==> src/rtl/crc16_byte_step.sv <==
module crc16_byte_step #(
    parameter int W = 16,
    parameter int DW = 8,
    parameter logic [W-1:0] POLY = 16'h1021
) (
    input  logic [W-1:0]  crc_in,
    input  logic [DW-1:0] byte_in,
    output logic [W-1:0]  crc_out
);
    logic [W-1:0] stage [0:DW];

    assign stage[0] = crc_in;

    for (genvar k = 0; k < DW; k++) begin : g_bit
        logic fb;
        assign fb = stage[k][W-1] ^ byte_in[DW-1-k];
        assign stage[k+1] = {stage[k][W-2:0], 1'b0} ^ (fb ? POLY : '0);
    end

    assign crc_out = stage[DW];
endmodule

==> config.mk <==
export PLATFORM = sky130hd
export DESIGN_NAME = crc16_byte_step
export DESIGN_NICKNAME = d
export VERILOG_FILES = /design/src/rtl/crc16_byte_step.sv
export SDC_FILE = /design/constraint.sdc
export NUM_CORES = 1
export LEC_CHECK = 0
export BUFFER_PORTS_ARGS = -buffer_cell sky130_fd_sc_hd__buf_2
export CAP_MARGIN = 5
export CORE_AREA = 5 5 42 44
export DETAILED_ROUTE_END_ITERATION = 10
export DIE_AREA = 0 0 47 49
export GPL_TIMING_DRIVEN = 0
export PLACE_DENSITY = 0.71
export SLEW_MARGIN = 20
export SYNTH_ARGS = -nofsm -noshare
export SYNTH_HDL_FRONTEND = slang
export SYNTH_SLANG_ARGS = --single-unit
==> constraint.sdc <==
create_clock -name vclk -period 1.5
set_clock_uncertainty 0.15 [all_clocks]
set_input_delay 0.15 -clock vclk [all_inputs]
set_output_delay 0.15 -clock vclk [all_outputs]
set_load 0.05 [all_outputs]
### After elaboration in Yosys (flattened, before gate mapping)

Cells that the tools add are included.
W data, S select, Z words.

* bits in registers: 0
* input bits: 24
* output and inout port bits: 16

* mux-type cells: 8
* bitwise gates (word level): 16

Operators with widths (number)
* $xor A16 B13 Y16: 8
* $mux W13: 8
* $xor A1 B1 Y1: 8

### Depth between registers and ports, before layout

Gate-level depths: netlist (run 1).

* word-level depth: 24
* mapped depth: 4
* mapped depth without buffers: 3

### Least setup slack after synthesis (run 1)

No wires, ideal clock.

* path kind: input port to output port
* from: in byte_in[5]
* to: out crc_out[10]
* arrival time: 1.164 ns
* slack: 0.036 ns
* cell stages on the path: 2
* buffers on the path: 0
* cell sequence: xnor2_2 xnor2_1

* cells in the longest elaborated chain, start to end: 8

Ends and longest elaborated chain
* start: declaration: RTL line 7 `input logic [DW-1:0] byte_in,`
* $xor A1 B1 Y1: RTL line 16 `assign fb = stage[k][W-1] ^ byte_in[DW-1-k];`
* $mux W13: RTL line 17 `assign stage[k+1] = {stage[k][W-2:0], 1'b0} ^ (fb ? POLY : '0);`
* $xor A16 B13 Y16 (6 in series): RTL line 17
* end: declaration: RTL line 8 `output logic [W-1:0] crc_out`

Every way passes these cells.

### Worst setup path after layout (run 1)

* from: in byte_in[7]
* to: out crc_out[12]

* cells in the longest elaborated chain, start to end: 10

Ends and longest elaborated chain (RTL line)
* $xor A1 B1 Y1: 16
* $mux W13: 17
* $xor A16 B13 Y16 (8 in series): 17

Every way passes these cells.

==> out/metrics.json, run 1 <==
{
  "layout.cells.non_filler": {"value": 87},
  "n_antenna_cell": {"value": 0},
  "layout.core_utilization": {"value": 50.3, "unit": "%"},
  "critPathArrivalTime": {"value": 1150, "unit": "ps"},
  "timing.critical_path.fanout_max": {"value": 2},
  "syn_area": {"value": 425, "unit": "µm²"},
  "via_count_of_the_first_global_routing_pass": {"value": 385},
  "final_nets": {"value": 97},
  "dr_wl_met2": {"value": 467, "unit": "µm"},
  "fp.dieH": {"value": 49, "unit": "µm"},
  "postSynthCellCount": {"value": 30},
  "hold-path-endpoint": {"value": "crc_out[11]"},
  "vias": {"value": 353},
  "netlist.area_leader.share": {"value": 26.5, "unit": "%"},
  "yosys.cell_types.count": {"value": 9},
  "grt_setup_unrepaired": {"value": "false"},
  "worst_slew_margin_rel": {"value": 76.8, "unit": "%"},
  "report.final.setup_viol": {"value": 0},
  "detail_route.vias_per_cell": {"value": 4.06},
  "min_delay_path_depth": {"value": 3},
  "total_routing_resource_utilization_after_global_routing": {"value": 7.33, "unit": "%"},
  "setup.worst_path.start_class": {"value": "input pin"},
  "drv.max_cap_violation_count": {"value": 0},
  "synth_area_leaders": {"value": "sky130_fd_sc_hd__xnor3_1 (26%), sky130_fd_sc_hd__xor3_1 (17%), sky130_fd_sc_hd__xnor2_1 (16%)"},
  "vdd_drop_max": {"value": 0.667, "unit": "mV"},
  "warning_count_from_the_yosys_run": {"value": 0},
  "hold_viol": {"value": 0},
  "worst_slew_pin_slew": {"value": 346, "unit": "ps"},
  "area_leader_netlist": {"value": "sky130_fd_sc_hd__xnor3_1"},
  "finalCritPeriodShare": {"value": 96.5, "unit": "%"},
  "postCtsHoldBufs": {"value": 0},
  "design.portCount": {"value": 40},
  "number_of_inserted_filler_cells_in_the_final_layout": {"value": 141},
  "path_class": {"value": "in2out"},
  "num_rows": {"value": 14},
  "footprint_of_the_multi_input_gates": {"value": 433, "unit": "µm²"},
  "static_leakage": {"value": 0.000410, "unit": "µW"},
  "clock_buffers": {"value": 0},
  "dr.max_layer_used": {"value": "met3"},
  "worst_setup_path_end_kind": {"value": "primary output"},
  "globalRouteOverflowTotal": {"value": 0},
  "placed_cells": {"value": 86},
  "portBuffers": {"value": 40},
  "floorplan.core_area": {"value": 1400, "unit": "µm²"},
  "detail_route.wl_per_cell": {"value": 9.63, "unit": "µm"},
  "floorplan.die.width": {"value": 47, "unit": "µm"},
  "met3_length": {"value": 133, "unit": "µm"},
  "routabilityCongestion": {"value": 0.621},
  "detail_route.wirelength": {"value": 838, "unit": "µm"},
  "first_pass_iters": {"value": 2},
  "fin_crit": {"value": 1450, "unit": "ps"},
  "layout_commonest_cell": {"value": "sky130_fd_sc_hd__buf_2"},
  "share_of_post_route_cells_with_drive_strength_above_1": {"value": 74.6, "unit": "%"},
  "seq_area": {"value": 0, "unit": "µm²"},
  "syn_avg_cell_area": {"value": 14.2, "unit": "µm²"},
  "max_clock_freq": {"value": 0.691, "unit": "GHz"},
  "effective_utilization_at_floorplan": {"value": 30.4, "unit": "%"},
  "drt_iter0_drc": {"value": 3},
  "layout-area-overhead-vs-synth": {"value": 65.6, "unit": "%"},
  "largest_net_degree_at_the_start_of_global_routing": {"value": 6},
  "syn-num-nets": {"value": 54},
  "min_path_type": {"value": "in2out"},
  "flops_and_latches": {"value": 0},
  "yosysSeqAreaShare": {"value": 0, "unit": "%"},
  "grt_first_pass_wirelength": {"value": 1360, "unit": "µm"},
  "die_area": {"value": 2300, "unit": "µm²"},
  "hold_path.startpoint": {"value": "crc_in[3]"},
  "drc": {"value": 0},
  "worstPathRequired": {"value": 1200, "unit": "ps"},
  "antenna_found_initial": {"value": 0},
  "antenna_violating_nets_post_route": {"value": 0},
  "status": {"value": "finished clean"},
  "routedLengthMet1": {"value": 236, "unit": "µm"},
  "power_density": {"value": 1080, "unit": "nW/µm²"},
  "most-common-layout-cells": {"value": "sky130_fd_sc_hd__buf_2 (39), sky130_fd_sc_hd__xnor2_1 (6), sky130_fd_sc_hd__buf_4 (6), sky130_fd_sc_hd__xnor3_1 (5), sky130_fd_sc_hd__xnor2_4 (4)"},
  "final_max_slew_viol_count": {"value": 0}
}
## cells by family (layout without fill, tap and decap cells)
| group | after synthesis | after routing | synth area share, % |
|---|---|---|---|
| xor gates and xnor gates | 24 | 24 | 90.3 |
| buffers and inverters | 6 | 47 | 9.71 |
## layer usage
metal / GRT usage, % / vias to the layer above
met3: 1.85 / 0
met5: 0 / -
met1: 7.03 / 154
met4: 0 / 0
li1: - / 176
met2: 15.2 / 23
## how the worst max path moves through the flow
stage	endpoint	slack (ps)	startpoint	cells after the start
after floorplan	crc_out[10]	40	byte_in[5]	2
after global placement	crc_out[13]	-50	byte_in[5]	4
after detailed placement	crc_out[13]	-90	byte_in[5]	4
after CTS	crc_out[13]	7	crc_in[9]	4
after global routing	crc_out[1]	5	crc_in[13]	6
final	crc_out[12]	50	byte_in[7]	4
## through the flow
stage	hold WS [ps]	TNS [ps]	total power [µW]	worst slack (ps)	cell area (µm²)
CTS	495	0	763	6.94	683
finish	491	0	764	51.9	704
detailed placement	492	-299	745	-91.4	646
global placement	490	-175	739	-47.1	646
global route	513	0	801	5.14	704
floorplan	455	0	604	36.5	425
## report_power, final
part | switching, µW | internal, µW | total, µW
registers | 0 | 0 | 0
clock network | 0 | 0 | 0
logic | 487 | 277 | 764
## timing repair
action                                  4_1_cts  5_1_grt
buffers inserted                              1        0
endpoints found under the setup margin        5        3
pin swaps                                     1        0
cloned                                        0        0
gates resized for setup                       3        3
## final cells by class
| type | instances | share of cell area (%) |
|---|---|---|
| multi-input cells | 24 | 61.5 |
| repair buffers | 41 | 29.8 |
| plain buffers | 5 | 5.33 |
| well taps | 16 | 2.84 |
| inverters | 1 | 0.533 |
## synth_stat cells
master,instances
sky130_fd_sc_hd__buf_4,5
sky130_fd_sc_hd__xnor2_4,1
sky130_fd_sc_hd__xnor2_2,3
sky130_fd_sc_hd__xor3_1,3
sky130_fd_sc_hd__xnor3_1,5
sky130_fd_sc_hd__xnor2_1,8
sky130_fd_sc_hd__xor2_1,3
sky130_fd_sc_hd__inv_1,1
sky130_fd_sc_hd__xor3_4,1
## worst max-delay path, stage by stage
cell                      delay, ps
sky130_fd_sc_hd__buf_2          140
sky130_fd_sc_hd__xnor3_1        410
sky130_fd_sc_hd__xnor3_1        200
sky130_fd_sc_hd__buf_2          260
Note: power is estimated with default switching activity, not from simulation.
==> run 2: changes to the inputs <==
--- a/config.mk
+++ b/config.mk
@@ -11,7 +11,7 @@
 export DETAILED_ROUTE_END_ITERATION = 10
 export DIE_AREA = 0 0 47 49
 export GPL_TIMING_DRIVEN = 0
-export PLACE_DENSITY = 0.71
+export PLACE_DENSITY = 0.74
 export SLEW_MARGIN = 20
 export SYNTH_ARGS = -nofsm -noshare
 export SYNTH_HDL_FRONTEND = slang
==> constraint.sdc (replaced) <==
create_clock -name vclk -period 1.16
set_clock_uncertainty 0.15 [all_clocks]
set_input_delay 0.116 -clock vclk [all_inputs]
set_output_delay 0.116 -clock vclk [all_outputs]
set_load 0.05 [all_outputs]
==> run 2 against run 1 <==
- the run now ends with setup timing left
- worst hold slack got worse by 72 ps
- die area did not move
- global-route usage rose by 3.6 points
- critical path depth did not move
- design area rose by 64%
- via count rose by 16%
- total power rose by 90%
- largest cell class is now non-clock buffers
- cell count rose by 11%
- sequential share of layout area did not move
==> out/metrics.json, run 2 (synthesis results as in run 1) <==
{
  "status": {"value": "finished with violations", "change": "was finished clean"},
  "violations": {"value": "setup timing"},
  "final_max_slew_viol_count": {"value": 0, "change": "unchanged"},
  "n_antenna_cell": {"value": 0, "change": "unchanged"},
  "number_of_inserted_filler_cells_in_the_final_layout": {"value": 77, "change": "was 141"},
  "critPathArrivalTime": {"value": 1090, "unit": "ps", "change": "was 1150 ps"},
  "hold_viol": {"value": 0, "change": "unchanged"},
  "design.portCount": {"value": 40, "change": "unchanged"},
  "layout.core_utilization": {"value": 82.7, "unit": "%", "change": "was 50.3%"},
  "share_of_post_route_cells_with_drive_strength_above_1": {"value": 95.1, "unit": "%", "change": "was 74.6%"},
  "path_class": {"value": "in2out", "change": "unchanged"},
  "place_area": {"value": 696, "unit": "µm²", "change": "was 646 µm²"},
  "detail_route.wirelength": {"value": 1370, "unit": "µm", "change": "was 838 µm"},
  "layout.cells.non_filler": {"value": 97, "change": "was 87"},
  "power_density": {"value": 1250, "unit": "nW/µm²", "change": "was 1080 nW/µm²"},
  "drt_iter0_drc": {"value": 3, "change": "unchanged"},
  "first_pass_iters": {"value": 2, "change": "unchanged"},
  "worstPathRequired": {"value": 890, "unit": "ps", "change": "was 1200 ps"},
  "portBuffers": {"value": 40, "change": "unchanged"},
  "min_path_type": {"value": "in2out", "change": "unchanged"},
  "effective_utilization_at_floorplan": {"value": 30.4, "unit": "%", "change": "unchanged"},
  "timing.critical_path.fanout_max": {"value": 3, "change": "was 2"},
  "clock_buffers": {"value": 0, "change": "unchanged"},
  "worst_slew_pin_slew": {"value": 230, "unit": "ps", "change": "was 346 ps"},
  "final_nets": {"value": 107, "change": "was 97"},
  "globalRouteOverflowTotal": {"value": 0, "change": "unchanged"},
  "final.setup.worst_slack": {"value": -191, "unit": "ps", "change": "was 51.9 ps"},
  "vias": {"value": 411, "change": "was 353"},
  "most-common-layout-cells": {"value": "sky130_fd_sc_hd__buf_8 (18), sky130_fd_sc_hd__buf_6 (17), sky130_fd_sc_hd__buf_2 (11), sky130_fd_sc_hd__xnor2_4 (9), sky130_fd_sc_hd__buf_4 (9)", "change": "was sky130_fd_sc_hd__buf_2 (39), sky130_fd_sc_hd__xnor2_1 (6), sky130_fd_sc_hd__buf_4 (6), sky130_fd_sc_hd__xnor3_1 (5), sky130_fd_sc_hd__xnor2_4 (4)"},
  "grt_util_met2": {"value": 22.4, "unit": "%", "change": "was 15.2%"},
  "placed_cells": {"value": 86, "change": "unchanged"},
  "detail_route.wl_per_cell": {"value": 14.1, "unit": "µm", "change": "was 9.63 µm"},
  "antenna_found_initial": {"value": 0, "change": "unchanged"},
  "floorplan.core_area": {"value": 1400, "unit": "µm²", "change": "unchanged"},
  "fp.dieH": {"value": 49, "unit": "µm", "change": "unchanged"},
  "via_count_of_the_first_global_routing_pass": {"value": 437, "change": "was 385"},
  "num_rows": {"value": 14, "change": "unchanged"},
  "antenna_violating_nets_post_route": {"value": 0, "change": "unchanged"},
  "grt_first_pass_wirelength": {"value": 1910, "unit": "µm", "change": "was 1360 µm"},
  "layout-area-overhead-vs-synth": {"value": 172, "unit": "%", "change": "was 65.6%"},
  "fin_crit": {"value": 1350, "unit": "ps"},
  "die_area": {"value": 2300, "unit": "µm²", "change": "unchanged"},
  "seq_area": {"value": 0, "unit": "µm²", "change": "unchanged"},
  "routabilityCongestion": {"value": 0.623, "change": "was 0.621"},
  "max_clock_freq": {"value": 0.740, "unit": "GHz"},
  "flops_and_latches": {"value": 0, "change": "unchanged"},
  "floorplan.die.width": {"value": 47, "unit": "µm", "change": "unchanged"},
  "worst_slew_margin_rel": {"value": 84.6, "unit": "%", "change": "was 76.8%"},
  "grt_use_met3": {"value": 1.85, "unit": "%", "change": "unchanged"},
  "setup.worst_path.start_class": {"value": "input pin", "change": "unchanged"},
  "vdd_drop_max": {"value": 0.942, "unit": "mV", "change": "was 0.667 mV"},
  "post-layout-total-power": {"value": 1450, "unit": "µW", "change": "was 764 µW"},
  "report.final.setup_viol": {"value": 14, "change": "was 0"},
  "largest_net_degree_at_the_start_of_global_routing": {"value": 6, "change": "unchanged"},
  "global_route.peak_usage_layer": {"value": "met2", "change": "unchanged"},
  "detail_route.vias_per_cell": {"value": 4.24, "change": "was 4.06"},
  "total_routing_resource_utilization_after_global_routing": {"value": 10.9, "unit": "%", "change": "was 7.33%"},
  "drc": {"value": 0, "change": "unchanged"},
  "drv.max_cap_violation_count": {"value": 0, "change": "unchanged"},
  "worst_setup_path_end_kind": {"value": "primary output", "change": "unchanged"},
  "grt_setup_unrepaired": {"value": "true", "change": "was false"},
  "finish.instance_area": {"value": 1160, "unit": "µm²", "change": "was 704 µm²"},
  "finalCritPeriodShare": {"value": 116, "unit": "%"},
  "static_leakage": {"value": 0.000587, "unit": "µW", "change": "was 0.000410 µW"},
  "met1_usage_grt": {"value": 11.1, "unit": "%", "change": "was 7.03%"},
  "layout_commonest_cell": {"value": "sky130_fd_sc_hd__buf_8", "change": "was sky130_fd_sc_hd__buf_2"}
}
==> run 2: cell type report <==
class	count	area (µm²)	share of cell area (%)
Buffer	4	30.0	2.59
Inverter	1	3.75	0.324
Multi-Input combinational cell	24	543	46.9
Tap cell	16	20.0	1.73
Timing Repair Buffer	52	562	48.5
==> run 2: report_power, final <==
| group | total (µW) | switching, µW | internal (µW) |
|---|---|---|---|
| Combinational | 1450 | 736 | 718 |
| Sequential | 0 | 0 | 0 |
| Clock | 0 | 0 | 0 |
| Total | 1450 | 736 | 718 |
==> run 2: path summary, 6_finish.rpt <==
kind	start	to	slack [ps]	cells past startpoint
worst max-delay path	crc_in[8]	crc_out[5]	-190	4
worst min-delay path	crc_in[3]	crc_out[11]	420	3
==> run 2: worst max-delay path: stages <==
cell and delay (ps):
sky130_fd_sc_hd__buf_2 130, sky130_fd_sc_hd__xnor2_4 210, sky130_fd_sc_hd__xnor3_2 460, sky130_fd_sc_hd__buf_6 170
==> run 2: routing by layer <==
| layer | wire, µm | vias up |
|---|---|---|
| met5 | 0 | - |
| met4 | 0 | 0 |
| met3 | 149 | 0 |
| met2 | 874 | 24 |
| met1 | 344 | 190 |
| li1 | - | 197 |
==> run 2: metrics by stage <==
stage                     TNS, ps  setup WS (ps)  hold WS, ps
after floorplan              -322          -99.2          274
after global placement      -3040           -349          443
after detailed placement    -3210           -369          447
after CTS                   -1340           -193          403
after global routing        -1990           -234          439
final                       -1490           -191          419
==> run 2: timing repair <==
| action | CTS | global route |
|---|---|---|
| pin swaps | 10 | 13 |
| setup endpoints to repair | 16 | 15 |
| gates resized for setup | 71 | 23 |
| setup buffers | 5 | 8 |
| hold buffers | 0 | 0 |
